--- src/rtl/asram_pkg.sv ---
`timescale 1ns/1ps
// asram_pkg: shared state encoding and nanosecond-to-cycle helpers for the
// asynchronous SRAM controller. Assumes all limits are non-negative integers.
package asram_pkg;

    typedef enum logic [2:0] {
        ST_IDLE   = 3'd0,
        ST_WSETUP = 3'd1,
        ST_WPULSE = 3'd2,
        ST_WGAP   = 3'd3,
        ST_RWAIT  = 3'd4
    } seq_state_t;

    // Ceiling division of a limit by the clock period, never below one cycle.
    function automatic int ns_to_cyc(input int limit_ns, input int period_ns);
        int c;
        c = (limit_ns + period_ns - 1) / period_ns;
        return (c < 1) ? 1 : c;
    endfunction

    function automatic int max_of(input int a, input int b);
        return (a > b) ? a : b;
    endfunction

endpackage

--- src/rtl/asram_wait_timer.sv ---
`timescale 1ns/1ps
// asram_wait_timer: loadable down counter that marks the final cycle of a
// timed phase. Assumes load_val >= 1; 'last' is high while the count is 1.
module asram_wait_timer #(
    parameter int CW = 3
) (
    input  logic          clk,
    input  logic          rst_n,
    input  logic          load,
    input  logic [CW-1:0] load_val,
    output logic          last
);
    logic [CW-1:0] cnt;

    // Load a new phase length or count the current phase down.
    always_ff @(posedge clk) begin
        if (!rst_n)
            cnt <= '0;
        else if (load)
            cnt <= load_val;
        else if (cnt != '0)
            cnt <= cnt - 1'b1;
    end

    assign last = (cnt == CW'(1));

endmodule

--- src/rtl/asram_seq_fsm.sv ---
`timescale 1ns/1ps
// asram_seq_fsm: sequences the phases of one access (write setup, write pulse,
// write gap, or read wait) with phase lengths given in cycles. Assumes every
// length is at least one; accepts a new request only in idle.
module asram_seq_fsm
    import asram_pkg::*;
#(
    parameter int SETUP_CYC = 1,
    parameter int PULSE_CYC = 2,
    parameter int GAP_CYC   = 1,
    parameter int READ_CYC  = 4
) (
    input  logic       clk,
    input  logic       rst_n,
    input  logic       req_valid,
    input  logic       req_we,
    output logic       req_ready,
    output logic       accept,
    output logic       rd_sample,
    output seq_state_t state
);
    localparam int MAXC = max_of(max_of(SETUP_CYC, PULSE_CYC), max_of(GAP_CYC, READ_CYC));
    localparam int CW   = $clog2(MAXC + 1);

    seq_state_t    state_nx;
    logic          t_load;
    logic [CW-1:0] t_val;
    logic          t_last;

    asram_wait_timer #(.CW(CW)) u_timer (
        .clk      (clk),
        .rst_n    (rst_n),
        .load     (t_load),
        .load_val (t_val),
        .last     (t_last)
    );

    assign req_ready = (state == ST_IDLE);
    assign accept    = req_valid && req_ready;
    assign rd_sample = (state == ST_RWAIT) && t_last;

    // Next phase and the length to load when a phase ends.
    always_comb begin
        state_nx = state;
        t_load   = 1'b0;
        t_val    = '0;
        case (state)
            ST_IDLE: if (req_valid) begin
                t_load = 1'b1;
                if (req_we) begin
                    state_nx = ST_WSETUP;
                    t_val    = CW'(SETUP_CYC);
                end else begin
                    state_nx = ST_RWAIT;
                    t_val    = CW'(READ_CYC);
                end
            end
            ST_WSETUP: if (t_last) begin
                state_nx = ST_WPULSE;
                t_load   = 1'b1;
                t_val    = CW'(PULSE_CYC);
            end
            ST_WPULSE: if (t_last) begin
                state_nx = ST_WGAP;
                t_load   = 1'b1;
                t_val    = CW'(GAP_CYC);
            end
            ST_WGAP:  if (t_last) state_nx = ST_IDLE;
            ST_RWAIT: if (t_last) state_nx = ST_IDLE;
            default:  state_nx = ST_IDLE;
        endcase
    end

    // State register.
    always_ff @(posedge clk) begin
        if (!rst_n) state <= ST_IDLE;
        else        state <= state_nx;
    end

    assert_busy_after_accept_R8: assert property (@(posedge clk) disable iff (!rst_n)
        accept |=> !req_ready);

    assert_pulse_follows_setup_R2: assert property (@(posedge clk) disable iff (!rst_n)
        (state == ST_WPULSE && $past(state) != ST_WPULSE) |-> $past(state) == ST_WSETUP);

endmodule

--- src/rtl/asram_pin_drive.sv ---
`timescale 1ns/1ps
// asram_pin_drive: holds the accepted address and write byte, decodes the
// memory strobes and bus drive from the phase, and captures read data.
// Assumes the phase input comes from a register (strobes are glitch-free decodes).
module asram_pin_drive
    import asram_pkg::*;
#(
    parameter int ADDR_W = 21,
    parameter int DATA_W = 8
) (
    input  logic              clk,
    input  logic              rst_n,
    input  seq_state_t        state,
    input  logic              accept,
    input  logic              rd_sample,
    input  logic [ADDR_W-1:0] req_addr,
    input  logic              req_we,
    input  logic [DATA_W-1:0] req_wdata,
    output logic [ADDR_W-1:0] mem_addr,
    output logic              mem_cs_n,
    output logic              mem_we_n,
    output logic              mem_oe_n,
    output logic [DATA_W-1:0] mem_dq_out,
    output logic              mem_dq_oe,
    input  logic [DATA_W-1:0] mem_dq_in,
    output logic              rd_valid,
    output logic [DATA_W-1:0] rd_data
);
    logic cs_hold;

    // Latch address and write byte when a request is accepted.
    always_ff @(posedge clk) begin
        if (!rst_n) begin
            mem_addr   <= '0;
            mem_dq_out <= '0;
        end else if (accept) begin
            mem_addr   <= req_addr;
            mem_dq_out <= req_wdata;
        end
    end

    // Keep chip select low after a read; drop the hold when a write is taken.
    always_ff @(posedge clk) begin
        if (!rst_n)                 cs_hold <= 1'b0;
        else if (rd_sample)         cs_hold <= 1'b1;
        else if (accept && req_we)  cs_hold <= 1'b0;
    end

    // Capture the read byte on the final wait cycle and strobe it once.
    always_ff @(posedge clk) begin
        if (!rst_n) begin
            rd_valid <= 1'b0;
            rd_data  <= '0;
        end else begin
            rd_valid <= rd_sample;
            if (rd_sample) rd_data <= mem_dq_in;
        end
    end

    // Strobe and bus-drive decode from the current phase.
    always_comb begin
        mem_cs_n  = (state == ST_IDLE) ? !cs_hold : 1'b0;
        mem_we_n  = (state != ST_WPULSE);
        mem_oe_n  = (state != ST_RWAIT);
        mem_dq_oe = (state == ST_WSETUP) || (state == ST_WPULSE) || (state == ST_WGAP);
    end

    assert_no_drive_under_oe_R7: assert property (@(posedge clk) disable iff (!rst_n)
        !(mem_dq_oe && !mem_oe_n));

    assert_release_before_oe_R7: assert property (@(posedge clk) disable iff (!rst_n)
        $fell(mem_oe_n) |-> !$past(mem_dq_oe));

    assert_we_with_cs_R2: assert property (@(posedge clk) disable iff (!rst_n)
        !mem_we_n |-> (!mem_cs_n && mem_oe_n && mem_dq_oe));

    assert_addr_steady_R3: assert property (@(posedge clk) disable iff (!rst_n)
        !mem_we_n |-> $stable(mem_addr));

    assert_rvalid_single_R6: assert property (@(posedge clk) disable iff (!rst_n)
        rd_valid |=> !rd_valid);

    assert_cs_held_after_read_R9: assert property (@(posedge clk) disable iff (!rst_n)
        rd_valid |-> !mem_cs_n);

endmodule

--- src/rtl/asram_ctrl.sv ---
`timescale 1ns/1ps
// asram_ctrl: synchronous request port to asynchronous byte-wide SRAM.
// Converts nanosecond limits to cycle counts (ceiling, minimum one) and
// stretches the write gap so one write meets the write cycle time.
// Assumes a single outstanding request and a clock period in whole ns.
module asram_ctrl
    import asram_pkg::*;
#(
    parameter int ADDR_W        = 21,
    parameter int DATA_W        = 8,
    parameter int CLK_PERIOD_NS = 5,
    parameter int T_ACCESS_NS   = 20,
    parameter int T_WPULSE_NS   = 7,
    parameter int T_DSETUP_NS   = 6,
    parameter int T_AWRITE_NS   = 10,
    parameter int T_WGAP_NS     = 5,
    parameter int T_WCYCLE_NS   = 12
) (
    input  logic              clk,
    input  logic              rst_n,
    input  logic              req_valid,
    output logic              req_ready,
    input  logic [ADDR_W-1:0] req_addr,
    input  logic              req_we,
    input  logic [DATA_W-1:0] req_wdata,
    output logic              rd_valid,
    output logic [DATA_W-1:0] rd_data,
    output logic [ADDR_W-1:0] mem_addr,
    output logic              mem_cs_n,
    output logic              mem_we_n,
    output logic              mem_oe_n,
    output logic [DATA_W-1:0] mem_dq_out,
    output logic              mem_dq_oe,
    input  logic [DATA_W-1:0] mem_dq_in
);
    localparam int SETUP_CYC = 1;
    localparam int PULSE_CYC = max_of(max_of(ns_to_cyc(T_WPULSE_NS, CLK_PERIOD_NS),
                                             ns_to_cyc(T_DSETUP_NS, CLK_PERIOD_NS)),
                                      ns_to_cyc(T_AWRITE_NS, CLK_PERIOD_NS));
    localparam int WCYC      = ns_to_cyc(T_WCYCLE_NS, CLK_PERIOD_NS);
    localparam int GAP_CYC   = max_of(ns_to_cyc(T_WGAP_NS, CLK_PERIOD_NS),
                                      WCYC - SETUP_CYC - PULSE_CYC);
    localparam int READ_CYC  = ns_to_cyc(T_ACCESS_NS, CLK_PERIOD_NS);

    seq_state_t state;
    logic       accept;
    logic       rd_sample;

    asram_seq_fsm #(
        .SETUP_CYC (SETUP_CYC),
        .PULSE_CYC (PULSE_CYC),
        .GAP_CYC   (GAP_CYC),
        .READ_CYC  (READ_CYC)
    ) u_fsm (
        .clk       (clk),
        .rst_n     (rst_n),
        .req_valid (req_valid),
        .req_we    (req_we),
        .req_ready (req_ready),
        .accept    (accept),
        .rd_sample (rd_sample),
        .state     (state)
    );

    asram_pin_drive #(
        .ADDR_W (ADDR_W),
        .DATA_W (DATA_W)
    ) u_pins (
        .clk        (clk),
        .rst_n      (rst_n),
        .state      (state),
        .accept     (accept),
        .rd_sample  (rd_sample),
        .req_addr   (req_addr),
        .req_we     (req_we),
        .req_wdata  (req_wdata),
        .mem_addr   (mem_addr),
        .mem_cs_n   (mem_cs_n),
        .mem_we_n   (mem_we_n),
        .mem_oe_n   (mem_oe_n),
        .mem_dq_out (mem_dq_out),
        .mem_dq_oe  (mem_dq_oe),
        .mem_dq_in  (mem_dq_in),
        .rd_valid   (rd_valid),
        .rd_data    (rd_data)
    );

    assert_ready_idle_reset_R1: assert property (@(posedge clk)
        !rst_n |=> (req_ready && mem_we_n && mem_oe_n && !mem_dq_oe && !rd_valid));

endmodule

--- config.mk ---
export PLATFORM = sky130hd
export DESIGN_NAME = asram_ctrl
export DESIGN_NICKNAME = d
export VERILOG_FILES = /design/src/rtl/asram_pkg.sv /design/src/rtl/asram_wait_timer.sv /design/src/rtl/asram_seq_fsm.sv /design/src/rtl/asram_pin_drive.sv /design/src/rtl/asram_ctrl.sv
export SDC_FILE = /design/constraint.sdc
export NUM_CORES = 1
export LEC_CHECK = 0
export BUFFER_PORTS_ARGS = -buffer_cell sky130_fd_sc_hd__buf_2
export CORE_MARGIN = 5
export CORE_UTILIZATION = 46
export CTS_CLUSTER_SIZE = 24
export DETAILED_ROUTE_END_ITERATION = 6
export PLACE_DENSITY = 0.79
export SLEW_MARGIN = 15
export SYNTH_ARGS = -nofsm -noshare
export SYNTH_HDL_FRONTEND = slang
export SYNTH_SLANG_ARGS = --single-unit
--- constraint.sdc ---
create_clock -name clk -period 1.8 [get_ports clk]
set_input_delay 0.27 -clock clk [delete_from_list [all_inputs] [get_ports clk]]
set_output_delay 0.27 -clock clk [all_outputs]
set_load 0.01 [all_outputs]
==> run_results.csv <==
group,metric,value,unit
clock_network,numCtsBuffers,5,
synthesis,yosysSeqAreaShare,48.8,%
timing,rsz0062_at_grt,"no",
pwr,peakVddDrop,0.512,mV
setup_path,crit_required,1.53,ns
layout,drive_gt1_share,34.7,%
floorplan,die_w,73.3,µm
clock_network,clk_latency,0.29,ns
placement,port_buffers,83,
global_routing,grt_pass1_vias,1580,
setup_path,critPathTopFamily,"flip-flops",
synthesis,yosys_most_used_dff,"dfxtp_1",
clock_network,hold_buffers,0,
detailed_routing,drtIter0Drc,50,
detailed_routing,drcViolationCount,0,
timing,fin_tns_setup,0,ns
clock_network,clk_path_buf_depth,2,
timing,fmax,630,MHz
setup_path,path_max_fanout,12,
floorplan,pin_count,84,
synthesis,syn-num-nets,261,
timing,hold_viol,0,
timing,relSlewSlack,65.2,%
synthesis,postSynthAreaPerCell,8.50,µm²
detailed_routing,met1Wirelength,1.80,mm
setup_path,crit_chain,"nor2_2 -> nand2_1 -> buf_2",
setup_path,critPathCaptureType,"primary output",
timing,period_needed,1.59,ns
pwr,p_int,1.87,mW
floorplan,fp.dieH,73.3,µm
detailed_routing,wl,4.21,mm
global_routing,grt_overflow,0,
setup_path,startpoint_type,"flip-flop",
detailed_routing,num_vias,1686,
global_routing,antenna_found_initial,0,
synthesis,synth_compound_area_share,12.7,%
detailed_routing,met3_length,451,µm
detailed_routing,met2WireLength,1.94,mm
synthesis,synth_top_area_share,48.8,%
clock_network,cts_max_level,2,
timing,clock-skew-final,0.00745,ns
pwr,p_per_area,1140,nW/µm²
synthesis,yosysUniqueCellTypes,34,
layout,fillers,356,
synthesis,syn-instance-count,217,
timing,report.final.setup_viol,0,
setup_path,worstPathArrival,1.32,ns
pwr,p_sw_share,30.6,%
floorplan,fp.dieArea,5380,µm²
synthesis,synthXorXnorAreaFrac,0.950,%
synthesis,synthSimpleGateAreaFrac,23.8,%
synthesis,synthMuxAreaShare,5.50,%
detailed_routing,top_layer_used,"met4",
synthesis,yosys.area.top_type,"dfxtp_1",
global_routing,grt_max_degree,25,
synthesis,async_flop_share,0,%
pwr,clock_power_share,27.2,%
detailed_routing,wl_per_cell,12.0,µm
synthesis,synthTopCellsByArea,"dfxtp_1 (49%), nand2_1 (14%), a21oi_1 (9.5%), mux2i_1 (4.9%), buf_6 (3.7%)",
clock_network,cts_tree,"built",
clock_network,clock-root-buffer,"clkbuf_8",
setup_path,crit_slowest_cell,"dfxtp_1",
layout,areaGrowthSynthToFinish,28.8,%
synthesis,synth_edf_count,0,
setup_path,path_buf_inv,1,
pwr,p_sw,0.827,mW
layout,diodes,0,
pwr,power_frac_seq,44.2,%
global_routing,grt_first_pass_wirelength,6.69,mm
layout,nets,343,
floorplan,core,3940,µm²
detailed_routing,vias_per_cell,4.82,
placement,gp_congestion,0.817,
clock_network,ctsResizeCount,0,
timing,period_share,88.2,%
timing,slew_violations,0,
synthesis,synth_top_family_by_area,"simple AND/OR/NAND/NOR gates",
placement,hpwl,3.22,mm
clock_network,post_cts_buffers,0,
detailed_routing,ant_nets,0,
floorplan,rows,23,
timing,tightest_slew,0.522,ns
pwr,leakage,1.18,nW
layout,utilization,60.3,%
clock_network,clk_pin_slew,0.08,ns
global_routing,grt_usage,15.5,%
worst_hold_path,worstHoldPathType,"input port to flip-flop",
clock_network,cts.sinks,45,
floorplan,start_util,46.8,%
synthesis,mappedNetlistArea,1840,µm²
setup_path,critical_path_class,"flip-flop to primary output",
detailed_routing,drtPass1Iterations,4,
synthesis,synthAdderAreaFrac,2.04,%
run_status,outcome,"finished, final reports clean",
pwr,combPwrFrac,28.5,%
setup_path,max_stage_delay,0.65,ns
synthesis,synth_warnings,0,
synthesis,ys_seq_elements,45,
run,drv_cap,0,
[Yosys cell counts (all sizes together), types with 2 or more instances]
library cell	count
inv	3
clkbuf	4
and2b	2
nor2	15
dfxtp	45
buf	10
mux2i	9
nor3	2
a21oi	35
nand2	69
o21ai	2
ha	3
nand3b	2
[power groups by stage]
stage,Clock [mW],Combinational [mW],Sequential (mW)
final,0.736,0.770,1.20
after global routing,0.806,0.875,1.21
after CTS,0.767,0.784,1.19
after detailed placement,0,0.783,1.22
after global placement,0,0.763,1.21
after floorplan,0,0.550,1.23
[cell usage in the layout, fill, tap and decap left out, drive strengths merged, types with 2 or more instances in the layout]
master / Yosys / final
a21oi: 35 / 35
and2b: 2 / 2
buf: 10 / 89
clkbuf: 4 / 6
dfxtp: 45 / 45
ha: 3 / 3
inv: 3 / 3
mux2i: 9 / 9
nand2: 69 / 69
nand3b: 2 / 2
nor2: 15 / 15
nor3: 2 / 2
o21ai: 2 / 2
[sequential cells by signal, summed over array words and instances (netlist names)]
name               cells
u_pins.rd_valid        1
u_fsm.state            3
u_pins.cs_hold         1
u_fsm.u_timer.cnt      3
u_pins.rd_data         8
u_pins.mem_addr       21
u_pins.mem_dq_out      8
[final timing paths]
check | start | slack (ns) | depth (start not counted) | endpoint
setup / recovery | u_fsm.state[0]$_SDFFE_PN0P_ | 0.21 | 3 | mem_we_n
hold / removal | req_addr[15] | 0.21 | 3 | u_pins.mem_addr[15]$_SDFFE_PN0N_
setup reg to reg | u_fsm.u_timer.cnt[1]$_SDFFE_PN0P_ | 0.29 | 6 | u_pins.rd_data[3]$_SDFFE_PN0P_
hold reg to reg | u_pins.mem_addr[12]$_SDFFE_PN0N_ | 0.45 | 2 | u_pins.mem_addr[12]$_SDFFE_PN0N_
[routing by layer]
metal / up-vias / track usage [%]
met2: 70 / 26.7
li1: 874 / -
met4: 0 / 3.62
met5: - / 0
met3: 2 / 4.92
met1: 740 / 18.8
[cell families after synthesis]
kind of cell,Yosys count
buf+inv,17
flops,45
mux,10
compound gates,43
fa+ha+maj,3
xor+xnor,2
simple gates,97
[final cells by class]
class,instances,area (µm²),area share [%]
inverter,3,11.3,0.474
clock buffer,6,72.6,3.05
tap,50,62.6,2.63
timing repair buffer,89,460,19.4
multi-input combinational,155,830,34.9
clock inverter,2,38.8,1.63
sequential,45,901,37.9
[through the flow]
step	power [mW]	hold WS (ns)	instances	area (µm²)	setup slack, ns
6_report	2.70	0.212	350	2380	0.213
5_1_grt	2.89	0.208	350	2380	0.120
4_1_cts	2.75	0.200	350	2380	0.212
3_5_place_dp	2.00	0.443	342	2260	0.267
3_3_place_gp	1.98	0.440	342	2260	0.334
2_1_floorplan	1.78	0.406	217	1840	0.454
[tightest hold or removal path, stage by stage]
cell and delay [ns]:
buf_2 0.09, nand2_1 0.04, a21oi_1 0.05
Power figures use the tool's default switching activity.
